$ cat src/rtl/align_mode_ctrl.sv
module align_mode_ctrl #(
  parameter int DATA_W    = 12,
  parameter int THRESH    = 128,
  parameter int SETUP_CYC = 100
) (
  input  logic              clk,
  input  logic              rst_n,
  input  logic              cs_n_in,
  input  logic              sclk_in,
  input  logic              prog_in,
  input  logic [DATA_W-1:0] angle_i,
  input  logic [DATA_W-1:0] ampl_i,
  input  logic              mag_inc_i,
  input  logic              mag_dec_i,
  output logic              dout_o,
  output logic              dout_oe_o,
  output logic              mag_inc_n_o,
  output logic              mag_dec_n_o,
  output logic              align_mode_o,
  output logic              setup_err_o
);

  localparam int FRAME_W = DATA_W + 3;
  localparam int CNT_W   = $clog2(SETUP_CYC + 1);
  localparam logic [DATA_W-1:0] THR = DATA_W'(THRESH);
  localparam logic [CNT_W-1:0]  CNT_MAX = CNT_W'(SETUP_CYC);

  logic [2:0] cs_q, sclk_q, prog_q;

  always_ff @(posedge clk or negedge rst_n) begin
    if (!rst_n) begin
      cs_q   <= '1;
      sclk_q <= '0;
      prog_q <= '0;
    end else begin
      cs_q   <= {cs_q[1:0], cs_n_in};
      sclk_q <= {sclk_q[1:0], sclk_in};
      prog_q <= {prog_q[1:0], prog_in};
    end
  end

  logic cs_s, prog_s, cs_fall, sclk_rise, prog_chg;
  assign cs_s      = cs_q[1];
  assign prog_s    = prog_q[1];
  assign cs_fall   = cs_q[2] & ~cs_q[1];
  assign sclk_rise = ~sclk_q[2] & sclk_q[1];
  assign prog_chg  = prog_q[2] ^ prog_q[1];

  logic [CNT_W-1:0] stable_cnt;

  always_ff @(posedge clk or negedge rst_n) begin
    if (!rst_n)             stable_cnt <= '0;
    else if (prog_chg)      stable_cnt <= '0;
    else if (stable_cnt < CNT_MAX) stable_cnt <= stable_cnt + 1'b1;
  end

  logic align_q, err_q;
  logic mode_nxt;
  assign mode_nxt = cs_fall ? prog_s : align_q;

  always_ff @(posedge clk or negedge rst_n) begin
    if (!rst_n) begin
      align_q <= 1'b0;
      err_q   <= 1'b0;
    end else if (cs_fall) begin
      align_q <= prog_s;
      err_q   <= prog_chg || (stable_cnt < CNT_MAX);
    end
  end

  logic              low_nxt, inc_nxt, dec_nxt;
  logic [DATA_W-1:0] data_nxt;
  logic [FRAME_W-1:0] frame_nxt, shreg;

  assign low_nxt   = mode_nxt && (ampl_i < THR);
  assign inc_nxt   = low_nxt | mag_inc_i;
  assign dec_nxt   = low_nxt | mag_dec_i;
  assign data_nxt  = mode_nxt ? ampl_i : angle_i;
  assign frame_nxt = {data_nxt, inc_nxt, dec_nxt, ^{data_nxt, inc_nxt, dec_nxt}};

  always_ff @(posedge clk or negedge rst_n) begin
    if (!rst_n)                  shreg <= '0;
    else if (cs_fall)            shreg <= frame_nxt;
    else if (sclk_rise && !cs_s) shreg <= {shreg[FRAME_W-2:0], 1'b0};
  end

  logic low_now;
  assign low_now = align_q && (ampl_i < THR);

  assign dout_oe_o    = ~cs_s;
  assign dout_o       = dout_oe_o & shreg[FRAME_W-1];
  assign mag_inc_n_o  = ~(low_now | mag_inc_i);
  assign mag_dec_n_o  = ~(low_now | mag_dec_i);
  assign align_mode_o = align_q;
  assign setup_err_o  = err_q;

endmodule


$ cat config.mk
export PLATFORM = sky130hd
export DESIGN_NAME = align_mode_ctrl
export DESIGN_NICKNAME = d
export VERILOG_FILES = /design/src/rtl/align_mode_ctrl.sv
export SDC_FILE = /design/constraint.sdc
export NUM_CORES = 1
export LEC_CHECK = 0
export ABC_AREA = 1
export BUFFER_PORTS_ARGS = -buffer_cell sky130_fd_sc_hd__buf_4
export CORE_UTILIZATION = 58
export CTS_BUF_LIST = sky130_fd_sc_hd__clkbuf_4
export CTS_CLUSTER_SIZE = 24
export DETAILED_ROUTE_END_ITERATION = 16
export GPL_TIMING_DRIVEN = 0
export PLACE_DENSITY = 0.87
export SLEW_MARGIN = 5
export SYNTH_ARGS = -nofsm -noshare
export SYNTH_HDL_FRONTEND = slang
export SYNTH_SLANG_ARGS = --single-unit
$ cat constraint.sdc
create_clock -name clk -period 2.2 [get_ports clk]
set_clock_uncertainty 0.05 [all_clocks]
set_input_delay 0.11 -clock clk [delete_from_list [all_inputs] [get_ports clk]]
set_output_delay 0.11 -clock clk [all_outputs]
set_load 0.05 [all_outputs]
# Yosys cells after proc, flatten, opt, wreduce, memory -nomap -nowiden
# Cells that the tools add are included.
[classes]
n_addsub = 1
order_cmp = 2
n_mux = 6
bitwise_logic = 12
reduce_logical = 8
[ops]
columns = ["operator", "count"]
rows = [
  ["$mux 15", 2],
  ["$mux 7", 2],
  ["$reduce_xor 14->1", 1],
  ["$lt 12x8->1 const B", 1],
  ["$mux 12", 1],
  ["$add 7x1->7 const B", 1],
  ["$lt 7x7->1 const B", 1],
  ["$not 1->1", 4],
  ["$or 1x1->1", 4],
  ["$reduce_bool 2->1", 2],
  ["$and 1x1->1", 3],
  ["$logic_and 1x1->1", 3],
  ["$logic_not 1->1", 1],
  ["$logic_or 1x1->1", 1],
  ["$mux 1", 1],
  ["$xor 1x1->1", 1],
]
[totals]
reg_bits = 33
input_bits = 31

# Longest topological paths before layout
# Gate-level depths: netlist of run 1.
[depth]
word_depth = 7
mapped_depth = 16
ltp_nobuf = 16

# Least setup slack after synthesis of run 1
# Ideal clock, no wire load.
[synth_timing]
path_kind = "reg-to-reg"
start = "register cs_q[1]"
end = "register shreg[0]"
arrival_ns = 1.748
required_time_ns = 2.032
setup_slack_ns = 0.284
path_stages_with_launch = 17
n_path_buf = 1
period_less_slack_ns = 1.916
path_cell_list = "dfstp_2 inv_2 nand2_4 nand2_4 nand2_4 buf_6 nand2_1 nand2_1 nand2_1 nand2_2 nand2_1 nand2_1 nand2_1 nand2_1 nand3_1 nand3_1 nand2_1"
[synth_via]
elab_chain_cells = 7
elab_cells_between_ends = 12
[synth_rtl]
columns = ["item", "line_no", "text"]
rows = [
  ["from (decl)", "28", "logic [2:0] cs_q, sclk_q, prog_q;"],
  ["from (signal assigned)", "36", "cs_q <= {cs_q[1:0], cs_n_in};"],
  ["$not 1->1 (*)", "--", ""],
  ["named net dout_oe_o", "16", "output logic dout_oe_o,"],
  ["$and 1x1->1 (*)", "45", "assign cs_fall = cs_q[2] & ~cs_q[1];"],
  ["$mux 1", "59", "assign mode_nxt = cs_fall ? prog_s : align_q;"],
  ["$logic_and 1x1->1", "75", "assign low_nxt = mode_nxt && (ampl_i < THR);"],
  ["$or 1x1->1 (on tied branches)", "77, 76", ""],
  ["$reduce_xor 14->1", "79", "assign frame_nxt = {data_nxt, inc_nxt, dec_nxt, ^{data_nxt, inc_nxt, dec_nxt}};"],
  ["$mux 15", "83", "else if (cs_fall) shreg <= frame_nxt;"],
  ["to (signal assigned)", "83", ""],
  ["to (signal assigned)", "84", "else if (sclk_rise && !cs_s) shreg <= {shreg[FRAME_W-2:0], 1'b0};"],
  ["to (decl)", "73", "logic [FRAME_W-1:0] frame_nxt, shreg;"],
]
# Mark *: on every way through the listed nets, which the timed path passes. The rest lies on a longest branch.
# A chain may end at the register's enable or synchronous reset.

# Worst setup path after layout of run 1
[layout_timing]
start = "register cs_q[1]"
end = "register shreg[0]"
[layout_via]
elab_chain_cells = 7
elab_cells_between_ends = 12
[layout_rtl]
columns = ["item", "line_no"]
rows = [
  ["$not 1->1", "45"],
  ["$and 1x1->1", "45"],
  ["$mux 1", "59"],
  ["$logic_and 1x1->1", "75"],
  ["$or 1x1->1 (on tied branches)", "77, 76"],
  ["$reduce_xor 14->1", "79"],
  ["$mux 15", "83"],
]
# Parallel ways exist; a longest one is shown, timed or not.

==> results.json, run 1 <==
{
  "fmax_ghz": 0.478,
  "max_cap_violations": 0,
  "dr.pass1.iters": 5,
  "syn-num-nets": 348,
  "power_frac_seq_pct": 42.4,
  "gp_congestion": 0.781,
  "worst-setup-path-type": "flop to flop",
  "cts.sink_count": 33,
  "cts_tree": "built",
  "ys_warn_count": 0,
  "antenna_cells": 0,
  "max_stage_delay_ps": 570,
  "yosys-top-cells-area": "dfrtp_1 36%, nand2_1 26%, nand3_1 8.8%",
  "ys_seq_elements": 33,
  "crit_chain": "inv_2 > nand2_4 > nand2_4 > nand2_8 > buf_8 > nand2_1 > nand2_2 > nand2_1 > nand2_1 > nand2_1 > nand2_1 > nand2_1 > nand2_1 > nand3_1 > nand3_1 > nand2_1",
  "worst_slew_pin_slew_ps": 442,
  "post-dp-hpwl_mm": 3.72,
  "hold_viol": 0,
  "p_per_area_nw_per_um2": 655,
  "clkPwrFrac_pct": 26.7,
  "antenna_found_initial": 0,
  "maxSlewViolCount": 0,
  "total_power_mw": 1.71,
  "track_usage_pct": 28.4,
  "setup_viol_count_final": 0,
  "fillerInstances": 260,
  "cellLeakagePower_nw": 1.42,
  "cts_root_buf": "clkbuf_4",
  "drive_above_1_share_pct": 18.5,
  "swShare_pct": 33.8,
  "nets": 398,
  "drc": 0,
  "crit_arrival_ps": 2280,
  "cpMostUsedCell": "nand2_1",
  "vias_per_cell": 5.20,
  "startpoint_type": "flop",
  "ir_drop_uv": 498,
  "vias": 2146,
  "finalWirelength_mm": 5.02,
  "synth.avg_cell_area_um2": 6.63,
  "start_util_pct": 61.8,
  "p_int_mw": 1.13,
  "relSlewSlack_pct": 70.3,
  "dieHeight_um": 62.1,
  "drtAntennaViolNets": 0,
  "yosysTopAreaCell": "dfrtp_1",
  "grt_max_degree": 34,
  "dr.max_layer_used": "met4",
  "num_rows": 21,
  "yosysSeqAreaShare_pct": 39.6,
  "clkTransAtPathRegs_ps": 100,
  "setup-tns-final_ps": 0,
  "timing.hold.ws_ps": 53.7,
  "port_buffers": 36,
  "syn_inst": 316,
  "worst_ep_required_time_ps": 2380,
  "wl_per_cell_um": 12.1,
  "status": "finished, final reports clean",
  "timing.final.crit_share_pct": 95.1,
  "worst_setup_path_end_kind": "flop",
  "cts_made_buffers": 5,
  "hp-class": "primary input to flop",
  "yosysUniqueCellTypes": 27,
  "core_um2": 3390,
  "pre_cts_slack_ps": 141,
  "timing.final.crit_period_ps": 2090,
  "grt_pass1_vias": 1816,
  "dieArea_um2": 3860,
  "area_growth_syn_to_layout_pct": 24.4,
  "wl_met2_mm": 2.41,
  "dr_wl_met3_um": 309,
  "chipWidth_um": 62.1,
  "switchingPower_mw": 0.577,
  "comb_power_share_pct": 30.9,
  "clk_latency_ps": 330,
  "io_pins": 37,
  "grt_pass1_wl_mm": 7.93,
  "synth_area_um2": 2090,
  "clock_path_buffers": 2,
  "worst_slack_ps": 107,
  "crit_slowest_cell": "dfstp_2",
  "critical_path.max_fanout": 10,
  "grt-ovfl-total": 0,
  "yosys.area.top_type_share_pct": 35.8,
  "wl_met1_mm": 2.24,
  "cts_htree_levels": 2,
  "fin_util_pct": 76.9,
  "drtIter0Drc": 239
}
[final cells by class]
cell class                      instances  area (µm²)  share of cell area, %
Buffer                                  7        52.6                   2.02
Sequential cell                        33         830                   31.8
Inverter                               43         161                   6.19
Timing Repair Buffer                   43         333                   12.8
Clock inverter                          2        33.8                   1.30
Tap cell                               46        57.6                   2.21
Clock buffer                            6        45.0                   1.73
Multi-Input combinational cell        233        1090                   42.0
[power groups by stage]
stage          Sequential (mW)  Combinational (mW)  Clock (mW)
6_report                 0.723               0.528       0.456
5_1_grt                  0.731               0.594       0.484
4_1_cts                  0.721               0.498       0.454
3_5_place_dp             0.733               0.489           0
3_3_place_gp             0.730               0.475           0
2_1_floorplan            0.730               0.337           0
[metrics by stage]
step,area [µm²],instances
final,2610,413
after global routing,2610,413
after CTS,2540,410
after detailed placement,2420,398
after global placement,2420,398
after floorplan,2090,316
[flip-flops by register name, indices dropped and copies added, names as in the netlist]
register / cells
stable_cnt: 7
sclk_q: 3
shreg: 15
align_mode_o: 1
prog_q: 3
cs_q: 3
setup_err_o: 1
[Yosys cell counts]
master	n
xnor2_1	1
and3_1	1
o22ai_1	1
a311oi_1	1
inv_1	41
a211oi_1	1
nand2_1	144
o21ai_0	4
nand3b_1	1
dfstp_2	3
nand2_4	3
buf_6	3
inv_2	2
o21ai_2	1
nand2_2	3
nand3_2	1
o211ai_1	8
nor3_1	2
a21oi_1	8
clkbuf_1	4
dfrtp_1	30
nor3b_1	1
a31oi_1	2
nand3_1	37
ha_1	1
o221ai_1	1
nor2_1	11
[worst paths after layout]
kind / depth (start not counted) / slack (ps) / endpoint / startpoint
max in group asynchronous: 2 / 1580 / cs_q[1] / rst_n
setup / recovery: 16 / 110 / shreg[0] / cs_q[1]
hold / removal: 5 / 50 / shreg[1] / mag_dec_i
min in group asynchronous: 2 / 180 / stable_cnt[0] / rst_n
hold reg to reg: 0 / 310 / prog_q[1] / prog_q[0]
setup reg to reg: 16 / 110 / shreg[0] / cs_q[1]
[layer usage]
layer | track usage [%] | up-vias
met5 | 0 | -
met4 | 8.89 | 0
met3 | 4.35 | 9
met2 | 46.4 | 90
met1 | 38.8 | 948
li1 | - | 1099
[logic make-up after synthesis]
| logic type | Yosys count | share of synthesized area [%] |
|---|---|---|
| XOR/XNOR | 1 | 0.418 |
| AND/OR/NAND/NOR | 204 | 41.1 |
| flip-flops | 33 | 39.6 |
| AO/OA/AOI/OAI | 27 | 8.24 |
| buffers and inverters | 50 | 10.0 |
| adder cells (fa/ha/maj) | 1 | 0.597 |
[layout by cell type (no fill, tap or decap), drive strengths merged]
cell / n
o21ai: 5
dfrtp: 30
inv: 43
clkinv: 1
and3: 1
a211oi: 1
nand3: 38
a311oi: 1
a31oi: 2
a21oi: 8
nand3b: 1
nor3b: 1
o22ai: 1
ha: 1
dlygate4sd3: 4
nand2: 150
xnor2: 1
o221ai: 1
nor2: 11
dfstp: 3
bufinv: 1
buf: 42
o211ai: 8
nor3: 2
clkbuf: 10
[timing repair]
item                                    in CTS  in global routing
hold endpoints to repair                    36                  0
endpoints found under the setup margin       0                  1
hold buffers                                 4                  0
setup buffers                                0                  3
gates resized for setup                      0                 10
[worst max-delay path: cells and delay by family, from the launching register on]
kind	cells	cell delay (ps)
buf+inv	2	210
flops	1	570
simple gates	14	1140
No activity file was read; power rests on OpenSTA's default activity.
==> inputs of run 2 (changes only) <==
- CORE_UTILIZATION: 58 -> 25
- PLACE_DENSITY: 0.87 -> 0.47
==> run 2 against run 1 <==
- routed wire length rose by 5.1%
- design area is 1.3% higher
- combinational power is 3% lower
- sequential power barely moved
- register-to-register slack better by 80 ps
- highest routed layer unchanged
==> results.json, run 2 (synthesis results as in run 1) <==
{
  "clkPwrFrac_pct": 22.6,
  "track_usage_pct": 13.1,
  "fmax_ghz": 0.497,
  "grt-ovfl-total": 0,
  "start_util_pct": 25.6,
  "switchingPower_mw": 0.570,
  "grt_pass1_vias": 1857,
  "num_rows": 33,
  "dieArea_um2": 8750,
  "max_stage_delay_ps": 560,
  "crit_chain": "inv_2 > nand2_4 > inv_1 > nor2_1 > clkbuf_1 > nand2_1 > o211ai_1",
  "p_int_mw": 1.02,
  "maxSlewViolCount": 0,
  "drive_above_1_share_pct": 18.4,
  "swShare_pct": 35.8,
  "grt_max_degree": 34,
  "vias": 2085,
  "ir_drop_uv": 163,
  "dpl_cell_area_um2": 2500,
  "cts_made_buffers": 5,
  "antenna_found_initial": 0,
  "fin_area_um2": 2640,
  "critical_path.max_fanout": 10,
  "comb_power_share_pct": 32.1,
  "worst_setup_path_end_kind": "flop",
  "cts_root_buf": "clkbuf_4",
  "io_pins": 37,
  "drc": 0,
  "total_power_mw": 1.59,
  "largest-register": "shreg",
  "timing.final.crit_share_pct": 91.5,
  "cp_num_buf_inv": 3,
  "post-place-cells": 457,
  "hp-class": "primary input to flop",
  "final_cell_mix": "139 x nand2_1, 41 x inv_1, 37 x buf_4",
  "power_frac_seq_pct": 45.3,
  "cts_htree_levels": 2,
  "cts_tree": "built",
  "timing.final.crit_period_ps": 2010,
  "area_growth_syn_to_layout_pct": 26.0,
  "chipWidth_um": 93.5,
  "layoutNonFillerInstCount": 470,
  "clk_latency_ps": 340,
  "largestRegisters": "shreg (15), stable_cnt (7)",
  "drtIter0Drc": 78,
  "wl_per_cell_um": 11.2,
  "relSlewSlack_pct": 68.4,
  "drtAntennaViolNets": 0,
  "worst_slew_pin_slew_ps": 471,
  "nets": 396,
  "max_cap_violations": 0,
  "finalWirelength_mm": 5.27,
  "clkTransAtPathRegs_ps": 90,
  "status": "finished, final reports clean",
  "fillerInstances": 916,
  "startpoint_type": "flop",
  "crit_slowest_cell": "dfstp_2",
  "setup_viol_count_final": 0,
  "setup-tns-final_ps": 0,
  "regArea_um2": 830,
  "largest_reg_flops": 15,
  "dr.pass1.iters": 4,
  "grt_pass1_wl_mm": 8.91,
  "final_common_cell": "nand2_1",
  "rsz0062_at_grt": "yes",
  "p_per_area_nw_per_um2": 603,
  "port_buffers": 36,
  "cts.sink_count": 33,
  "worst_ep_required_time_ps": 2400,
  "dieHeight_um": 93.5,
  "hold_viol": 0,
  "vias_per_cell": 4.44,
  "core_um2": 8180,
  "multiInputGateArea_um2": 1090,
  "post-dp-hpwl_mm": 4.15,
  "worst-setup-path-type": "flop to flop",
  "clock_path_buffers": 2,
  "antenna_cells": 0,
  "gp_congestion": 0.740,
  "cp_top_family": "buffers and inverters",
  "crit_arrival_ps": 2220,
  "cellLeakagePower_nw": 1.40
}
-- run 2: final timing paths --
check                      slack, ps           to  cells after the start  startpoint
max in group asynchronous       1570      cs_q[2]                      2       rst_n
hold reg to reg                  310    prog_q[1]                      0   prog_q[0]
hold / removal                    60     shreg[1]                      5   mag_dec_i
min in group asynchronous        190  setup_err_o                      2       rst_n
setup / recovery                 190    shreg[11]                      7     cs_q[1]
setup reg to reg                 190    shreg[11]                      7     cs_q[1]
-- run 2: timing repair --
action,in CTS,in global routing
buffers inserted,0,1
setup endpoints to repair,0,6
resized for setup,0,9
endpoints found under the hold margin,36,0
hold buffers,4,0
-- run 2: through the flow --
| step | utilization, % | setup WS [ps] | hold WS, ps |
|---|---|---|---|
| 3_3_place_gp | 30.5 | 86.6 | 33.7 |
| 6_report | 32.3 | 186 | 56.5 |
| 4_1_cts | 31.7 | 73.1 | 44.2 |
| 5_1_grt | 32.3 | 3.48 | 62.5 |
| 3_5_place_dp | 30.5 | 88.3 | 30.7 |
| 2_1_floorplan | - | 284 | -236 |
-- run 2: per-layer routing --
metal  track usage (%)  wire length, µm  part of all wire, %  up-vias
met5                 0                0                    0        -
met4              3.85               60                  1.1        0
met3              2.44              152                  2.9        7
met2              21.5             2500                   47       35
met1              17.4             2560                   49      956
li1                  -                -                    -     1087
-- run 2: worst register-to-register path: cells and delay by family (launching register included) --
| kind | cells | cell delay, ps |
|---|---|---|
| simple gates | 3 | 570 |
| buf+inv | 3 | 650 |
| flops | 1 | 560 |
| compound gates | 1 | 110 |
-- run 2: layout make-up --
type | count | area share [%]
clock inverters | 1 | 0.190
well taps | 105 | 4.98
clock buffers | 7 | 1.99
flip-flops and latches | 33 | 31.4
plain buffers | 7 | 1.85
multi-input cells | 233 | 41.4
repair buffers | 41 | 12.0
inverters | 43 | 6.11
-- run 2: power by group through the flow --
stage	Clock, mW	Sequential, mW	Combinational (mW)
3_3_place_gp	0	0.732	0.496
2_1_floorplan	0	0.730	0.337
6_report	0.360	0.722	0.511
5_1_grt	0.402	0.732	0.585
4_1_cts	0.376	0.721	0.508
3_5_place_dp	0	0.731	0.502
